## config.mk

```make
export PLATFORM = sky130hd
export DESIGN_NAME = zc_gain_ctrl
export DESIGN_NICKNAME = d
export VERILOG_FILES = /design/src/rtl/zcg_pkg.sv /design/src/rtl/zcg_zc_detect.sv /design/src/rtl/zcg_scaler.sv /design/src/rtl/zcg_chan.sv /design/src/rtl/zc_gain_ctrl.sv
export SDC_FILE = /design/constraint.sdc
export NUM_CORES = 2
export LEC_CHECK = 0
export CORE_UTILIZATION = 40
export DETAILED_ROUTE_END_ITERATION = 12
export DONT_BUFFER_PORTS = 1
export PLACE_DENSITY = 0.57
export SLEW_MARGIN = 30
export SYNTH_ARGS = -nofsm -noshare
export SYNTH_HDL_FRONTEND = slang
export SYNTH_HIERARCHICAL = 1
export SYNTH_SLANG_ARGS = --single-unit
export TNS_END_PERCENT = 100
```

## constraint.sdc

```tcl
create_clock -name clk_i -period 46.6 [get_ports clk_i]
set_input_delay 2.33 -clock clk_i [delete_from_list [all_inputs] [get_ports clk_i]]
set_output_delay 2.33 -clock clk_i [all_outputs]
set_load 0.02 [all_outputs]
```

## src/rtl/zcg_pkg.sv

```systemverilog
package zcg_pkg;
  localparam int unsigned MAX_DB     = 16;
  localparam int unsigned NUM_STEPS  = 88;
  localparam int unsigned MUTE_CODE  = NUM_STEPS;
  localparam int unsigned MIN_CODE   = NUM_STEPS - 1;
  localparam int unsigned CODE_W     = $clog2(NUM_STEPS + 1);
  localparam int unsigned FRAC_W     = 14;
  // lowest dB rounded down to a multiple of 6 so t = code distance stays >= 0
  localparam int unsigned DB_BIAS    = 6 * ((NUM_STEPS - 1 - MAX_DB + 5) / 6);
  localparam int unsigned TOP_T      = MAX_DB + DB_BIAS;
  localparam int unsigned SHIFT_BASE = FRAC_W + DB_BIAS / 6;
  localparam int unsigned SH_W       = $clog2(SHIFT_BASE + 1);

  typedef enum logic [1:0] {
    ADDR_VOL_L = 2'd0,
    ADDR_VOL_R = 2'd1,
    ADDR_CTRL  = 2'd2,
    ADDR_NONE  = 2'd3
  } wr_addr_e;

  // 10^(r/20) in Q14 for the 1 dB fraction of a 6 dB octave
  function automatic logic [15:0] mant(input logic [2:0] r);
    case (r)
      3'd0:    mant = 16'd16384;
      3'd1:    mant = 16'd18383;
      3'd2:    mant = 16'd20626;
      3'd3:    mant = 16'd23143;
      3'd4:    mant = 16'd25967;
      default: mant = 16'd29135;
    endcase
  endfunction
endpackage

```

## src/rtl/zcg_zc_detect.sv

```systemverilog
module zcg_zc_detect #(
  parameter int unsigned SAMPLE_W = 16
) (
  input  logic                clk_i,
  input  logic                rst_ni,
  input  logic                valid_i,
  input  logic [SAMPLE_W-1:0] sample_i,
  output logic                zc_o
);
  logic neg_q;

  always_ff @(posedge clk_i or negedge rst_ni) begin
    if (!rst_ni)      neg_q <= 1'b0;
    else if (valid_i) neg_q <= sample_i[SAMPLE_W-1];
  end

  assign zc_o = valid_i && ((sample_i == '0) || (sample_i[SAMPLE_W-1] != neg_q));
endmodule

```

## src/rtl/zcg_scaler.sv

```systemverilog
module zcg_scaler
  import zcg_pkg::*;
#(
  parameter int unsigned SAMPLE_W = 16
) (
  input  logic                clk_i,
  input  logic                rst_ni,
  input  logic                valid_i,
  input  logic [SAMPLE_W-1:0] sample_i,
  input  logic [CODE_W-1:0]   code_i,
  input  logic                mute_i,
  output logic [SAMPLE_W-1:0] sample_o
);
  localparam int unsigned PROD_W = SAMPLE_W + 17;
  localparam int unsigned ACC_W  = PROD_W + 1;
  localparam logic signed [ACC_W-1:0] S_MAX = ACC_W'((1 << (SAMPLE_W - 1)) - 1);
  localparam logic signed [ACC_W-1:0] S_MIN = -S_MAX - ACC_W'(1);

  logic [CODE_W-1:0]        t, t_hi;
  logic [2:0]               t_lo;
  logic [SH_W-1:0]          sh;
  logic signed [PROD_W-1:0] prod;
  logic signed [ACC_W-1:0]  acc, shifted;
  logic [SAMPLE_W-1:0]      result;

  always_comb begin
    t       = CODE_W'(TOP_T) - code_i;
    t_hi    = t / CODE_W'(6);
    t_lo    = 3'(t % CODE_W'(6));
    sh      = SH_W'(SHIFT_BASE) - SH_W'(t_hi);
    prod    = $signed(sample_i) * $signed({1'b0, mant(t_lo)});
    acc     = {prod[PROD_W-1], prod} + (ACC_W'(1) << (sh - SH_W'(1)));
    shifted = acc >>> sh;
    if (mute_i || (code_i >= CODE_W'(MUTE_CODE))) result = '0;
    else if (shifted > S_MAX)                     result = S_MAX[SAMPLE_W-1:0];
    else if (shifted < S_MIN)                     result = S_MIN[SAMPLE_W-1:0];
    else                                          result = shifted[SAMPLE_W-1:0];
  end

  always_ff @(posedge clk_i or negedge rst_ni) begin
    if (!rst_ni)      sample_o <= '0;
    else if (valid_i) sample_o <= result;
  end
endmodule

```

## src/rtl/zcg_chan.sv

```systemverilog
module zcg_chan
  import zcg_pkg::*;
#(
  parameter int unsigned SAMPLE_W = 16
) (
  input  logic                clk_i,
  input  logic                rst_ni,
  input  logic                valid_i,
  input  logic [SAMPLE_W-1:0] sample_i,
  input  logic                vol_we_i,
  input  logic [CODE_W-1:0]   vol_code_i,
  input  logic                gm_req_i,
  input  logic                gm_req_nxt_i,
  input  logic                zcm_nxt_i,
  output logic [SAMPLE_W-1:0] sample_o,
  output logic [CODE_W-1:0]   applied_o,
  output logic                pend_vld_o,
  output logic                mute_o,
  output logic                zc_o
);
  logic [CODE_W-1:0] applied_q, applied_d, pend_q, pend_d, base;
  logic              pend_vld_q, pend_vld_d, mute_q, mute_d, zc;

  zcg_zc_detect #(.SAMPLE_W(SAMPLE_W)) i_zc (
    .clk_i, .rst_ni, .valid_i, .sample_i, .zc_o(zc)
  );

  always_comb begin
    base       = pend_vld_q ? pend_q : applied_q;
    applied_d  = applied_q;
    pend_d     = pend_q;
    pend_vld_d = pend_vld_q;
    if (vol_we_i) begin
      // older value first; lowest step to mute skips the crossing
      if ((base == CODE_W'(MIN_CODE)) && (vol_code_i >= CODE_W'(MUTE_CODE))) begin
        applied_d  = vol_code_i;
        pend_vld_d = 1'b0;
      end else begin
        applied_d  = base;
        pend_d     = vol_code_i;
        pend_vld_d = 1'b1;
      end
    end else if (zc && pend_vld_q) begin
      applied_d  = pend_q;
      pend_vld_d = 1'b0;
    end

    if (!zcm_nxt_i) mute_d = gm_req_nxt_i;
    else if (zc)    mute_d = gm_req_i;
    else            mute_d = mute_q;
  end

  always_ff @(posedge clk_i or negedge rst_ni) begin
    if (!rst_ni) begin
      applied_q  <= CODE_W'(MUTE_CODE);
      pend_q     <= CODE_W'(MUTE_CODE);
      pend_vld_q <= 1'b0;
      mute_q     <= 1'b0;
    end else begin
      applied_q  <= applied_d;
      pend_q     <= pend_d;
      pend_vld_q <= pend_vld_d;
      mute_q     <= mute_d;
    end
  end

  zcg_scaler #(.SAMPLE_W(SAMPLE_W)) i_scaler (
    .clk_i, .rst_ni, .valid_i, .sample_i,
    .code_i(applied_d), .mute_i(mute_d), .sample_o
  );

  assign applied_o  = applied_q;
  assign pend_vld_o = pend_vld_q;
  assign mute_o     = mute_q;
  assign zc_o       = zc;
endmodule

```

## src/rtl/zc_gain_ctrl.sv

```systemverilog
module zc_gain_ctrl
  import zcg_pkg::*;
#(
  parameter int unsigned SAMPLE_W = 16,
  parameter int unsigned DATA_W   = 8
) (
  input  logic                clk_i,
  input  logic                rst_ni,
  input  logic                wr_en_i,
  input  logic [1:0]          wr_addr_i,
  input  logic [DATA_W-1:0]   wr_data_i,
  input  logic                valid_i,
  input  logic [SAMPLE_W-1:0] left_i,
  input  logic [SAMPLE_W-1:0] right_i,
  output logic                valid_o,
  output logic [SAMPLE_W-1:0] left_o,
  output logic [SAMPLE_W-1:0] right_o
);
  localparam int unsigned NCH = 2;

  logic                          gm_q, zcm_q, gm_nxt, zcm_nxt, ctrl_we;
  logic [NCH-1:0][SAMPLE_W-1:0]  smp_in, smp_out;
  logic [NCH-1:0][CODE_W-1:0]    applied;
  logic [NCH-1:0]                pend_vld, mute_app, zc;

  assign ctrl_we = wr_en_i && (wr_addr_i == ADDR_CTRL);
  assign gm_nxt  = ctrl_we ? wr_data_i[0] : gm_q;
  assign zcm_nxt = ctrl_we ? wr_data_i[1] : zcm_q;

  always_ff @(posedge clk_i or negedge rst_ni) begin
    if (!rst_ni) begin
      gm_q    <= 1'b0;
      zcm_q   <= 1'b0;
      valid_o <= 1'b0;
    end else begin
      gm_q    <= gm_nxt;
      zcm_q   <= zcm_nxt;
      valid_o <= valid_i;
    end
  end

  assign smp_in[0] = left_i;
  assign smp_in[1] = right_i;

  for (genvar c = 0; c < NCH; c++) begin : g_ch
    zcg_chan #(.SAMPLE_W(SAMPLE_W)) i_chan (
      .clk_i, .rst_ni, .valid_i,
      .sample_i    (smp_in[c]),
      .vol_we_i    (wr_en_i && (wr_addr_i == 2'(c))),
      .vol_code_i  (wr_data_i[CODE_W-1:0]),
      .gm_req_i    (gm_q),
      .gm_req_nxt_i(gm_nxt),
      .zcm_nxt_i   (zcm_nxt),
      .sample_o    (smp_out[c]),
      .applied_o   (applied[c]),
      .pend_vld_o  (pend_vld[c]),
      .mute_o      (mute_app[c]),
      .zc_o        (zc[c])
    );
  end

  assign left_o  = smp_out[0];
  assign right_o = smp_out[1];
endmodule

```

==> metrics <==
Resized cells post-CTS=0; cell taking the most area after synthesis=fa_1; Hold Path Class=register to register; layout cell share with drive strength beyond 1=0.0547; Final Max Tran Viols=0; Rows=104; Worst-Margin Slew=1040 ps; top post-synthesis cells by area=fa_1, ha_1, inv_1; worst stage delay on the critical path=750 ps; crit path max fanout=27; drc violations=0; Synth cell types=119; initial DRC count=2119; period utilization=0.422; asr flop ratio synth=1.00; worst endpoint data arrival time=19910 ps; clk buf depth=2; WL final=91600 um; EDFF count, synth=0; TNS Setup=0 ps; fillers=8214; Slew Limit Headroom=0.304; f_max=50.9 MHz; Yosys warnings=6; worst skew pair latency=350 ps; Num CTS Buffers=9; Post-Place Cell Area=33800 um2; Avg Vias per Cell=5.57; first-pass GRT wire length=150000 um; initial antenna violation count=1; Reg area=1740 um2; Worst Skew=7.97 ps; M3 GR Usage=0.0243; Max Cap Viol=0; GR Layer Usage met1=0.333; Startpoint Class=input port; Pre-Repair DR Iteration Count=5; antenna diode count=0; Root Driver=clkbuf_16; Die Ht=289 um; Setup-failing EPs final=0; vias=27317; synthesized flop and latch total=69; slowest CP cell=nor2_1; ys flop type=dfrtp_1; Final Util=0.421; gpl congestion=0.917; min cycle time layout=19640 ps; GR Layer Usage met2=0.343; core area=80900 um2; dpl hpwl=74600 um; die area=83300 um2; Netlist Area Pre-Place=32900 um2; Design Area, Final=34100 um2; Setup Fix Bufs, Post-CTS=0; Initial Utilization=0.406; Crit path top cell by count=fa_1; pin count of the biggest net entering global routing=70; CP Capture Type=register; share of the yosys chip area belonging to registers=0.0530; Worst Path Required=46870 ps; final hold vios=0; I/O pin count=79; Sink Count=69; DIE WIDTH=289 um; busiest layer in global routing=met2; Yosys top cell area share=0.300; final net count=4625; clk slew on worst S/H paths=60 ps; H-tree depth=3; total global-route track usage=0.222; # hold bufs at CTS=0; vias in the first global route=27246; average wire per standard cell=18.7 um; Avg Cell Area, Syn=8.30 um2; syn_nets=4748; status=completed; kind of critical path=input port to register; area occupied by multi-input gates=28100 um2; RSZ-0062 raised after global routing=false; Syn Inst Count=3960; CTS tree=done; Synth-to-Final Area Change=3.60%; IO buf count=0; GRT overflow=0; post-route antenna net violation count=0
[flip-flops by register name (all words and copies together), names as in the netlist]
name                           flops
g_ch.i_chan/i_scaler/sample_o     32
g_ch.i_chan/applied_o             14
g_ch.i_chan/pend_q                14
g_ch.i_chan/i_zc/neg_q             2
g_ch.i_chan/mute_o                 2
g_ch.i_chan/pend_vld_o             2
gm_q                               1
valid_o                            1
zcm_q                              1
[metal layers]
layer / share of wire / vias up
met1: 0.50 / 13367
met2: 0.44 / 738
met5: 0 / -
met4: 0.015 / 0
li1: - / 13120
met3: 0.053 / 92
[critical path: cells and delay by family]
family	cells	cell delay (ps)
mux	2	780
fa+ha+maj	10	4530
simple gates	13	5290
compound gates	21	5360
buf+inv	5	930
xor+xnor	2	590
[worst paths after layout]
kind | startpoint | end | slack (ps) | cells past startpoint
max | left_i[1] | g_ch[0].i_chan/i_scaler/sample_o[9] | 26960 | 53
min | g_ch[1].i_chan/pend_q[4] | g_ch[1].i_chan/pend_q[4] | 530 | 2
max reg2reg | g_ch[1].i_chan/applied_o[6] | g_ch[1].i_chan/i_scaler/sample_o[4] | 29030 | 56
min reg2reg | g_ch[1].i_chan/pend_q[4] | g_ch[1].i_chan/pend_q[4] | 530 | 2
max in group asynchronous | rst_ni | g_ch[0].i_chan/pend_q[3] | 44690 | 0
min in group asynchronous | rst_ni | g_ch[1].i_chan/i_scaler/sample_o[5] | 1680 | 0
[cells by family after synthesis]
| group | synth area share |
|---|---|
| AO/OA/AOI/OAI | 0.176 |
| flip-flops | 0.0530 |
| multiplexers | 0.0523 |
| AND/OR/NAND/NOR | 0.186 |
| buffers and inverters | 0.0956 |
| adder cells (fa/ha/maj) | 0.395 |
| XOR/XNOR | 0.0425 |
[cells in the final DEF (no fill, tap or decap), types with 12 or more instances in the layout]
| cell | n |
|---|---|
| a2111oi_0 | 14 |
| a211oi_1 | 36 |
| a21o_1 | 49 |
| a21oi_1 | 170 |
| a22oi_1 | 14 |
| a2bb2oi_1 | 18 |
| a31oi_1 | 36 |
| and2_1 | 139 |
| and3_1 | 63 |
| buf_4 | 47 |
| dfrtp_1 | 57 |
| dfstp_2 | 12 |
| fa_1 | 491 |
| ha_1 | 250 |
| inv_1 | 604 |
| mux2_2 | 26 |
| mux2i_1 | 109 |
| mux4_2 | 13 |
| nand2_1 | 444 |
| nand2b_1 | 45 |
| nand3_1 | 60 |
| nand4_1 | 25 |
| nor2_1 | 223 |
| nor2b_1 | 25 |
| nor3_1 | 77 |
| nor4_1 | 22 |
| o2111ai_1 | 18 |
| o211ai_1 | 40 |
| o21a_1 | 40 |
| o21ai_0 | 147 |
| o21ai_1 | 18 |
| o21bai_1 | 19 |
| o22ai_1 | 19 |
| o31a_1 | 12 |
| o31ai_1 | 25 |
| or2_2 | 15 |
| or3_1 | 16 |
| xnor2_1 | 114 |
| xor2_1 | 31 |
[through the flow]
step | hold slack [ps] | instances | setup WS, ps
after floorplan | 474 | 3960 | 29650
after global placement | 507 | 4886 | 26680
after detailed placement | 513 | 4886 | 26740
after CTS | 518 | 4902 | 27080
after global routing | 545 | 4902 | 25620
final | 526 | 4902 | 26960
[cell usage after synthesis, drive strengths merged (10+ instances only)]
| library cell | instances |
|---|---|
| a21oi | 172 |
| a22oi | 15 |
| a2bb2oi | 18 |
| nand4 | 25 |
| nor3 | 84 |
| nand2b | 46 |
| and3 | 63 |
| xor2 | 36 |
| a31oi | 39 |
| o21ai | 168 |
| a2111oi | 16 |
| o221ai | 21 |
| o31ai | 26 |
| o21a | 40 |
| o2111ai | 19 |
| dfstp | 12 |
| nand2 | 444 |
| mux4 | 13 |
| clkbuf | 119 |
| o22ai | 21 |
| or3 | 16 |
| mux2 | 28 |
| nand3 | 61 |
| nor2 | 227 |
| or2 | 19 |
| nor4 | 28 |
| a211oi | 36 |
| nor2b | 25 |
| o211ai | 41 |
| and2 | 140 |
| a21boi | 10 |
| a21o | 49 |
| inv | 609 |
| buf | 62 |
| o211a | 11 |
| mux2i | 110 |
| o311ai | 15 |
| fa | 492 |
| xnor2 | 116 |
| o21bai | 19 |
| o31a | 13 |
| ha | 250 |
| dfrtp | 57 |
[layout make-up]
| cell class | count | share of cell area |
|---|---|---|
| multi-input cells | 3099 | 0.824 |
| inverters | 611 | 0.0673 |
| flip-flops and latches | 69 | 0.0511 |
| well taps | 1060 | 0.0389 |
| repair buffers | 47 | 0.0104 |
| clock buffers | 15 | 0.00816 |
| clock inverters | 1 | 0.000147 |
Power is not shown: default switching activity piles up to over one toggle a cycle in this logic, so the estimate is an artifact.
